<file path="config.mk">
export PLATFORM = sky130hd
export DESIGN_NAME = iso_pingpong_tx
export DESIGN_NICKNAME = d
export VERILOG_FILES = /design/src/rtl/iso_pp_pkg.sv /design/src/rtl/iso_pp_buf.sv /design/src/rtl/iso_pp_ctrl.sv /design/src/rtl/iso_pingpong_tx.sv
export SDC_FILE = /design/constraint.sdc
export NUM_CORES = 1
export LEC_CHECK = 0
export ABC_AREA = 1
export ABC_CLOCK_PERIOD_IN_PS = 3200
export CAP_MARGIN = 20
export CORE_MARGIN = 1
export CORE_UTILIZATION = 35
export DETAILED_ROUTE_END_ITERATION = 8
export PLACE_DENSITY_LB_ADDON = 0.3
export SYNTH_ARGS = -nofsm -noshare
export SYNTH_HDL_FRONTEND = slang
export SYNTH_HIERARCHICAL = 1
export SYNTH_SLANG_ARGS = --single-unit
export TNS_END_PERCENT = 5
</file>
<file path="constraint.sdc">
create_clock -name clk -period 3.2 [get_ports clk]
set_input_delay 0.32 -clock clk [delete_from_list [all_inputs] [get_ports clk]]
set_output_delay 0.32 -clock clk [all_outputs]
set_load 0.02 [all_outputs]
</file>
<file path="src/rtl/iso_pp_pkg.sv">
// Package: shared status layout for the isochronous double-buffered store.
// Assumes: consumers pack/unpack status through iso_status_t only.
package iso_pp_pkg;

    typedef struct packed {
        logic ack;
        logic nak;
        logic stall;
        logic underrun;
        logic overflow;
        logic cpu_sel;
    } iso_status_t;

    localparam int CLR_IRQ = 0;
    localparam int CLR_OVF = 1;
    localparam int CLR_UDF = 2;
    localparam int CLR_W   = 3;

endpackage

</file>
<file path="src/rtl/iso_pp_buf.sv">
// Module: one linear buffer with a write pointer and a read pointer.
// Assumes: the caller never writes when full (unless clearing in the same
// cycle) and never reads when empty. Clearing wins over reading, and a write
// in the clearing cycle becomes entry 0.
module iso_pp_buf #(
    parameter int DATA_W = 8,
    parameter int DEPTH  = 16,
    localparam int CNT_W = $clog2(DEPTH + 1),
    localparam int PTR_W = (DEPTH > 1) ? $clog2(DEPTH) : 1
) (
    input  logic              clk,
    input  logic              rst_n,
    input  logic              clr_i,
    input  logic              wr_i,
    input  logic [DATA_W-1:0] wr_data_i,
    input  logic              rd_i,
    output logic [DATA_W-1:0] rd_data_o,
    output logic [CNT_W-1:0]  fill_o,
    output logic [CNT_W-1:0]  avail_o,
    output logic              full_o,
    output logic              empty_o
);

    logic [DATA_W-1:0] mem [DEPTH];
    logic [CNT_W-1:0]  wr_ptr;
    logic [CNT_W-1:0]  rd_ptr;
    logic [PTR_W-1:0]  wr_idx;
    logic [PTR_W-1:0]  rd_idx;

    assign wr_idx = clr_i ? '0 : wr_ptr[PTR_W-1:0];
    assign rd_idx = rd_ptr[PTR_W-1:0];

    // Storage write: place the byte at the write position.
    always_ff @(posedge clk) begin
        if (wr_i) begin
            mem[wr_idx] <= wr_data_i;
        end
    end

    // Pointer update: clear, append and pop.
    always_ff @(posedge clk) begin
        if (!rst_n) begin
            wr_ptr <= '0;
            rd_ptr <= '0;
        end else if (clr_i) begin
            wr_ptr <= wr_i ? CNT_W'(1) : '0;
            rd_ptr <= '0;
        end else begin
            if (wr_i) wr_ptr <= wr_ptr + CNT_W'(1);
            if (rd_i) rd_ptr <= rd_ptr + CNT_W'(1);
        end
    end

    // Derived occupancy views.
    always_comb begin
        fill_o    = wr_ptr;
        avail_o   = wr_ptr - rd_ptr;
        full_o    = (wr_ptr == CNT_W'(DEPTH));
        empty_o   = (wr_ptr == rd_ptr);
        rd_data_o = mem[rd_idx];
    end


    no_overflow_chk: assert property (@(posedge clk) disable iff (!rst_n)
        (wr_i && !clr_i) |-> !full_o);


    no_underrun_chk: assert property (@(posedge clk) disable iff (!rst_n)
        rd_i |-> !empty_o);


    clr_empties_chk: assert property (@(posedge clk) disable iff (!rst_n)
        (clr_i && !wr_i) |=> (fill_o == '0));

endmodule

</file>
<file path="src/rtl/iso_pp_ctrl.sv">
// Module: ownership register and sticky flags (interrupt, overflow, underrun).
// Assumes: every sof_i pulse counts as a frame start, corrupted or not.
// A set in the same cycle wins over a write-one-to-clear.
module iso_pp_ctrl #(
    parameter int CLR_W = 3
) (
    input  logic             clk,
    input  logic             rst_n,
    input  logic             sof_i,
    input  logic             ovf_ev_i,
    input  logic             udf_ev_i,
    input  logic [CLR_W-1:0] clr_i,
    output logic             cpu_sel_o,
    output logic             sof_irq_o,
    output logic             ovf_o,
    output logic             udf_o
);
    import iso_pp_pkg::*;

    // Ownership flip on every frame start.
    always_ff @(posedge clk) begin
        if (!rst_n) cpu_sel_o <= 1'b0;
        else if (sof_i) cpu_sel_o <= ~cpu_sel_o;
    end

    // Sticky flags: set has priority over write-one-to-clear.
    always_ff @(posedge clk) begin
        if (!rst_n) begin
            sof_irq_o <= 1'b0;
            ovf_o     <= 1'b0;
            udf_o     <= 1'b0;
        end else begin
            sof_irq_o <= sof_i    | (sof_irq_o & ~clr_i[CLR_IRQ]);
            ovf_o     <= ovf_ev_i | (ovf_o     & ~clr_i[CLR_OVF]);
            udf_o     <= udf_ev_i | (udf_o     & ~clr_i[CLR_UDF]);
        end
    end


    sof_irq_set_chk: assert property (@(posedge clk) disable iff (!rst_n)
        sof_i |=> sof_irq_o);


    sof_irq_hold_chk: assert property (@(posedge clk) disable iff (!rst_n)
        (sof_irq_o && !clr_i[CLR_IRQ]) |=> sof_irq_o);


    role_flip_chk: assert property (@(posedge clk) disable iff (!rst_n)
        sof_i |=> (cpu_sel_o != $past(cpu_sel_o)));


    role_hold_chk: assert property (@(posedge clk) disable iff (!rst_n)
        !sof_i |=> $stable(cpu_sel_o));


    ovf_sticky_chk: assert property (@(posedge clk) disable iff (!rst_n)
        (ovf_o && !clr_i[CLR_OVF]) |=> ovf_o);


    udf_sticky_chk: assert property (@(posedge clk) disable iff (!rst_n)
        (udf_o && !clr_i[CLR_UDF]) |=> udf_o);

endmodule

</file>
<file path="src/rtl/iso_pingpong_tx.sv">
// Module: isochronous IN transmit store with two buffers whose CPU/bus roles
// swap on each start-of-frame.
// Assumes: a start-of-frame is applied before a same-cycle write (the write
// targets the new CPU buffer) and it cancels a same-cycle bus read. The
// handshake flags are reported but never set by isochronous traffic.
module iso_pingpong_tx #(
    parameter int DATA_W = 8,
    parameter int DEPTH  = 16,
    localparam int CNT_W = $clog2(DEPTH + 1)
) (
    input  logic              clk,
    input  logic              rst_n,
    input  logic              cpu_wr_i,
    input  logic [DATA_W-1:0] cpu_wdata_i,
    output logic [CNT_W-1:0]  cpu_fill_o,
    input  logic              bus_rd_i,
    output logic [DATA_W-1:0] bus_rd_data_o,
    output logic              bus_empty_o,
    output logic [CNT_W-1:0]  bus_cnt_o,
    input  logic              sof_i,
    input  logic              sof_bad_i,
    input  logic [2:0]        sts_clr_i,
    output logic              sof_irq_o,
    output logic [5:0]        status_o
);
    import iso_pp_pkg::*;

    localparam int NBUF = 2;

    logic              cpu_sel;
    logic              bus_sel;
    logic              nxt_cpu_sel;
    logic              ovf_ev;
    logic              udf_ev;
    logic              ovf_flag;
    logic              udf_flag;
    logic [NBUF-1:0]   b_clr;
    logic [NBUF-1:0]   b_wr;
    logic [NBUF-1:0]   b_rd;
    logic [NBUF-1:0]   b_full;
    logic [NBUF-1:0]   b_empty;
    logic [DATA_W-1:0] b_rdata [NBUF];
    logic [CNT_W-1:0]  b_fill  [NBUF];
    logic [CNT_W-1:0]  b_avail [NBUF];
    iso_status_t       sts;

    // Role selection for this cycle and the one after a frame start.
    always_comb begin
        bus_sel     = ~cpu_sel;
        nxt_cpu_sel = cpu_sel ^ sof_i;
    end

    // Per-buffer steering and storage.
    for (genvar g = 0; g < NBUF; g++) begin : g_buf
        logic owned_now;
        logic owned_next;

        // Strobe steering for buffer g.
        always_comb begin
            owned_now  = (cpu_sel == 1'(g));
            owned_next = (nxt_cpu_sel == 1'(g));
            b_clr[g]   = sof_i && owned_next;
            b_wr[g]    = cpu_wr_i && owned_next && (sof_i || !b_full[g]);
            b_rd[g]    = bus_rd_i && !sof_i && !owned_now && !b_empty[g];
        end

        iso_pp_buf #(
            .DATA_W (DATA_W),
            .DEPTH  (DEPTH)
        ) i_buf (
            .clk       (clk),
            .rst_n     (rst_n),
            .clr_i     (b_clr[g]),
            .wr_i      (b_wr[g]),
            .wr_data_i (cpu_wdata_i),
            .rd_i      (b_rd[g]),
            .rd_data_o (b_rdata[g]),
            .fill_o    (b_fill[g]),
            .avail_o   (b_avail[g]),
            .full_o    (b_full[g]),
            .empty_o   (b_empty[g])
        );
    end

    // Error events: only counted when no frame start overrides the strobe.
    always_comb begin
        ovf_ev = cpu_wr_i && !sof_i && b_full[cpu_sel];
        udf_ev = bus_rd_i && !sof_i && b_empty[bus_sel];
    end

    iso_pp_ctrl #(
        .CLR_W (CLR_W)
    ) i_ctrl (
        .clk       (clk),
        .rst_n     (rst_n),
        .sof_i     (sof_i),
        .ovf_ev_i  (ovf_ev),
        .udf_ev_i  (udf_ev),
        .clr_i     (sts_clr_i),
        .cpu_sel_o (cpu_sel),
        .sof_irq_o (sof_irq_o),
        .ovf_o     (ovf_flag),
        .udf_o     (udf_flag)
    );

    // Output views of the two roles and the status word.
    always_comb begin
        cpu_fill_o    = b_fill[cpu_sel];
        bus_empty_o   = b_empty[bus_sel];
        bus_cnt_o     = b_avail[bus_sel];
        bus_rd_data_o = b_empty[bus_sel] ? '0 : b_rdata[bus_sel];
        sts.ack       = 1'b0;
        sts.nak       = 1'b0;
        sts.stall     = 1'b0;
        sts.underrun  = udf_flag;
        sts.overflow  = ovf_flag;
        sts.cpu_sel   = cpu_sel;
        status_o      = sts;
    end


    corrupt_sof_irq_chk: assert property (@(posedge clk) disable iff (!rst_n)
        (sof_i && sof_bad_i) |=> sof_irq_o);


    sof_write_first_chk: assert property (@(posedge clk) disable iff (!rst_n)
        (sof_i && cpu_wr_i) |=> (cpu_fill_o == CNT_W'(1)));


    sof_read_ignored_chk: assert property (@(posedge clk) disable iff (!rst_n)
        (sof_i && !udf_flag && !sts_clr_i[CLR_UDF]) |=> !status_o[2]);


    bus_frozen_chk: assert property (@(posedge clk) disable iff (!rst_n)
        (!sof_i && !bus_rd_i) |=> $stable(bus_cnt_o));

endmodule

</file>
* Word-level counts from Yosys, hierarchy flattened
Memory sizes are Yosys's and may differ from the RTL's. A register that Yosys moved wholly into a read port is not among the register bits.
Cells that the tools add are included.
** Operators by class
- Reductions and logical operators :: 26
- Add/subtract/negate cells :: 6
- Multiplexer cells :: 30
- $lt $le $gt $ge :: 4
- Eq/ne operators :: 4
- Bitwise gates (word level) :: 15
** Operators by type and width (count)
- 5-bit two-way mux :: 10
- 8-bit two-way mux :: 4
- 4-bit two-way mux :: 6
- 5-bit by 1-bit adder with 5-bit output, second input constant :: 4
- 1-bit logical AND :: 14
- 5-bit equality test :: 2
- 5-bit equality test, second input constant :: 2
- 1-bit two-way mux :: 10
- 5-bit subtractor :: 2
- 1-bit logical NOT :: 6
- 1-bit NOT :: 6
- 2-bit >= comparator, second input constant :: 2
- 1-bit by 2-bit less-than comparator with 1-bit output, second input constant :: 2
- 1-bit NOT with 2-bit output :: 2
- 2-bit nonzero test :: 2
- 2-bit OR reduction :: 2
- 1-bit AND :: 3
- 1-bit OR :: 3
- 1-bit logical OR :: 2
- 1-bit bitwise XOR :: 1
** Word-level totals
- Memories kept :: 2
- Memory bits (writable) :: 256
- Logic and storage cells :: 95
- Input port bits :: 17
- Register bits after elaboration :: 24
- Output and inout bits :: 26
** Memories
- g_buf[0].i_buf.mem :: depth 16, width 8, rd ports 1, clocked after Yosys merged registers in 1, wr ports 1, line iso_pp_buf.sv:24 : logic [DATA_W-1:0] mem [DEPTH];
- g_buf[1].i_buf.mem :: depth 16, width 8, rd ports 1, clocked after Yosys merged registers in 1, wr ports 1, line iso_pp_buf.sv:24

* Longest topological paths before layout
- Depth after elaboration :: 6
- Mapped depth :: 12
- Depth with buffers taken out :: 11

* By module
Netlist, hierarchy kept.
** By module, submodules not included
- iso_pp_buf (g_buf[0].i_buf) :: sequential area each 4124.0 um^2, cells each 627, area each 6304.8 um^2, times used 1
- iso_pp_buf (g_buf[1].i_buf) :: sequential area each 4124.0 um^2, cells each 625, area each 6293.5 um^2, times used 1
- iso_pingpong_tx :: sequential area each 0.0 um^2, cells each 104, area each 467.9 um^2, times used 1
- iso_pp_ctrl :: sequential area each 80.1 um^2, cells each 21, area each 151.4 um^2, times used 1

* Worst setup path after synthesis
No wires, ideal clock.
- Kind :: register to register
- Start point :: reg i_ctrl.cpu_sel_o
- End point :: mem g_buf[0].i_buf.mem[11][0] (enable)
- Path slack :: 0.887 ns
- Library setup time :: 0.370 ns
- Required time :: 2.830 ns
- Clock period less this slack :: 2.313 ns
- Stages on the path, launching flop included :: 10
- Data arrival time :: 1.942 ns
- Buffers on the path :: 1
- Path through :: dfxtp_1 -> inv_2 -> buf_2 -> ha_1 -> nand2_1 -> a21oi_1 -> inv_1 -> nor2_1 -> nand2_1 -> nor2_1
** On the way
- Word-level cells in the longest chain between the ends :: 6
- Elaborated cells on any way between the ends :: 8
- Classes of those cells :: mux: 3; bitwise: 2; reduce/logical: 3
** RTL lines
- start: declaration :: line iso_pp_ctrl.sv:13 : output logic cpu_sel_o,
- start signal: assignment :: line iso_pp_ctrl.sv:23 : else if (sof_i) cpu_sel_o <= ~cpu_sel_o;
- 1-bit bitwise XOR :: line iso_pingpong_tx.sv:50 : nxt_cpu_sel = cpu_sel ^ sof_i;
- 1-bit NOT :: line iso_pingpong_tx.sv:61 : owned_next = (nxt_cpu_sel == 1'(g));
- 1-bit logical AND (2 in series) :: line iso_pingpong_tx.sv:63 : b_wr[g] = cpu_wr_i && owned_next && (sof_i || !b_full[g]);
- named net b_wr[0] :: line iso_pingpong_tx.sv:38 : logic [NBUF-1:0] b_wr;
- 1-bit two-way mux :: line iso_pp_buf.sv:35 : if (wr_i) begin
- 1-bit two-way mux (implied by the code) :: line iso_pp_buf.sv:36 : mem[wr_idx] <= wr_data_i;
- end: declaration :: line iso_pp_buf.sv:24
The timed path passes the listed nets, and every way through them passes these cells.

==> flow_summary.toml <==
[run_status]
status = "finished, final reports clean"

[worst_setup_path]
crit_required_ns = 2.88
critPathBufInv = 4
path_cells = "inv_4 > buf_6 > nand2_1 > nand2_1 > nand2_1 > nand3_1 > nand3_1 > nand2_1 > nand2_1 > nand2_1 > nand2_1 > inv_1 > clkdlybuf4s50_1"
crit_path_end_kind = "primary output"
rr_worst_depth = 9
cp_slowest_stage_delay_ns = 0.59
arrival_ns = 2.77
path_delay_family = "buffers and inverters"
critical-path-slowest-cell = "clkdlybuf4s50_1"
cp_max_fo = 18
r2r-end = "g_buf[1].i_buf/mem[1][3]$_DFFE_PP_"
r2r-start = "g_buf[1].i_buf/fill_o[1]$_SDFFE_PN0P_"
worst_setup_path_start_kind = "register"
cpMostUsedCell = "nand2_1"
reg2reg_slack_ns = 0.53
critical_path_class = "register to primary output"

[logic_synthesis]
synth_most_common_cell = "nand2_1"
ys.flop_type = "edfxtp_1"
yosys-top-cells-count = "nand2_1 (439), edfxtp_1 (256), inv_1 (241)"
ys_warn_count = 6
synth_top_area_frac = 0.582
ys_async_sr_fraction = 0
syn_inst = 1377
synth_area_leader_cell = "edfxtp_1"
syn-cell-area_sq_um = 13200
postSynthAreaPerCell_sq_um = 9.60
ys_seq_area_frac = 0.630
synth_seq_cells = 288
ys_top_cells_by_area = "edfxtp_1 (58%), nand2_1 (12%), nand3_1 (7.7%), inv_1 (6.8%), dfxtp_1 (4.8%)"
synth_cell_type_count = 30
synth_edf_count = 256

[cts]
cts_buffer_depth = 3
cts_sinks = 288
clkLatencyLatePin_ns = 0.55
root_buffer = "clkbuf_16"
cts_tree = "done"
htree_levels = 1
cts_buffers = 30
clk_pin_slew_ns = 0.06

[placed_design]
gp_congestion = 0.837
hpwl_mm = 19.6
dpl-instance-area_sq_um = 14200
dpl.cell_count = 1909
numPortBuffers = 38

[power_and_ir_drop]
powerDensity_nw_per_um2 = 534
p_leak_nw = 6.55
ir_worst_vdd_v = 0.000292

[final_layout]
fin_area_sq_um = 15300
stdcell_count = 1968
areaGrowthSynthToFinish_pct = 15.7
fin_util = 0.415
final_nets = 1476
fillers = 3586
n_antenna_cell = 0
drive_gt1_frac = 0.0745

[detailed_routing]
routedWlPerCell_microns = 16.1
drc = 0
vias = 9174
dr.pass1.iters = 5
drt-total-wl_mm = 31.7
drt-initial-drc-count = 736
vias_per_cell = 4.66
drtAntennaViolNets = 0

[hold_path]
hold_path_class = "input port to register"
hold_path_depth = 4
hold_start = "sts_clr_i[1]"
min_to = "i_ctrl/ovf_o$_SDFF_PN0_"

[timing]
hold_slack_ns = 0.403
finalCriticalPeriod_ns = 3.09
drv_slew = 0
fmax_ghz = 0.323
finalHoldViolCount = 0
max_slew_margin = 0.382
fin_skew_ns = 0.00747
finalSetupViolCount = 0
rsz0062_at_grt = "yes"
tightestPinTransition_ns = 0.917
post-route-period-util = 0.967

[die]
design.core.area_sq_um = 36900
initial_core_util = 0.358
die_w_microns = 196
dieArea_sq_um = 38500
io-pin-count = 43
dieHeight_microns = 196
rows = 70

[global_route]
grt_busiest_layer = "met2"
grt_overflow = 0
use_met1 = 0.219
grt_pass1_wl_mm = 48.9
met2_usage = 0.281
grt_use_met3 = 0.0217
antenna_found_initial = 0
grt_max_degree = 65
track_usage = 0.164
grt_pass1_vias = 9016

[flow_run]
max_cap_viol_count = 0
==> routing by layer <==
metal / share of wire / up-vias
li1: - / 4516
met1: 0.44 / 4394
met2: 0.48 / 227
met5: 0 / -
met4: 0.018 / 0
met3: 0.056 / 37
==> cell families after synthesis <==
family,count (synthesis),synth area share
AOI/OAI and AO/OA,35,0.0140
DFF,288,0.630
xor gates and xnor gates,12,0.00795
adders and majority gates,18,0.0182
buffers and inverters,305,0.103
and+or+nand+nor,718,0.226
other,1,0.000284
==> placed cells by master (no fill, tap or decap), types with 2 or more instances in the layout <==
cell             count
a21oi_1             22
buf_12               3
buf_4               43
buf_6                3
bufinv_16            3
clkbuf_1             6
clkbuf_16           34
clkbuf_8             2
clkdlybuf4s50_1     36
clkinv_1             2
clkinv_2             7
conb_1               3
dfxtp_1             29
dfxtp_2              2
dlymetal6s2s_1       2
edfxtp_1           256
fa_1                 2
ha_1                16
inv_1              240
inv_2                2
inv_4                3
nand2_1            439
nand3_1            204
nand4_1              3
nor2_1              61
nor3_1               6
nor3b_1              4
o21ai_0              9
xnor2_1              4
xor2_1               8
==> flip-flops by register name, indices dropped and copies added (netlist names), named ones only <==
register	flops
i_ctrl/cpu_sel_o	1
g_buf.i_buf/fill_o	10
g_buf.i_buf/rd_ptr	10
i_ctrl/sof_irq_o	1
i_ctrl/udf_o	1
g_buf.i_buf/mem	256
i_ctrl/ovf_o	1
==> worst max-delay path by stage <==
stage                                           from                             endpoint  depth (start not counted)  slack (ns)
2_1_floorplan          i_ctrl/cpu_sel_o$_SDFFE_PN0P_  g_buf[0].i_buf/mem[11][0]$_DFFE_PP_                          9        0.89
3_5_place_dp                                register                     bus_rd_data_o[7]                          9        0.29
4_1_cts                                     register                     bus_rd_data_o[7]                          9        0.01
3_3_place_gp                                register                     bus_rd_data_o[7]                          9        0.36
5_1_grt        g_buf[1].i_buf/fill_o[1]$_SDFFE_PN0P_                     bus_rd_data_o[7]                          9       -0.05
6_report                                    register                     bus_rd_data_o[2]                         13        0.11
==> what timing repair did <==
item | in CTS | in global routing
gates resized for setup | 5 | 9
hold buffers | 0 | 0
endpoints found under the setup margin | 8 | 9
gates cloned | 0 | 1
setup buffers | 0 | 3
==> metrics by stage <==
stage,TNS [ns],setup WS [ns],total power [mW]
3_3_place_gp,0,0.364,4.66
5_1_grt,-0.126,-0.0473,8.42
2_1_floorplan,0,0.887,4.45
4_1_cts,0,0.0118,8.24
6_report,0,0.107,8.16
3_5_place_dp,0,0.288,4.67
==> worst reg2reg max path, stage by stage, from the launching register on <==
cell     delay, ns
dfxtp_1       0.57
inv_1         0.14
ha_1          0.22
nand2_1       0.06
nor3_1        0.05
nand2_1       0.08
nand2_1       0.04
nor2_1        0.33
nand2_1       0.21
nor2_1        0.60
==> cell type report <==
class / count / area, sq um / area share
Clock inverter: 14 / 146 / 0.00957
Inverter: 246 / 935 / 0.0611
Sequential cell: 288 / 8330 / 0.545
Timing Repair Buffer: 89 / 842 / 0.0551
Tap cell: 504 / 631 / 0.0412
Multi-Input combinational cell: 786 / 3530 / 0.231
Clock buffer: 41 / 876 / 0.0573
==> where the power goes <==
group | switching, mW | total (mW) | internal, mW | leakage (nW)
clock | 1.43 | 3.58 | 2.15 | 0.505
combinational | 0.305 | 0.446 | 0.141 | 3.47
sequential | 0.0191 | 4.14 | 4.12 | 2.57
Note: power is estimated with default switching activity, not from simulation.
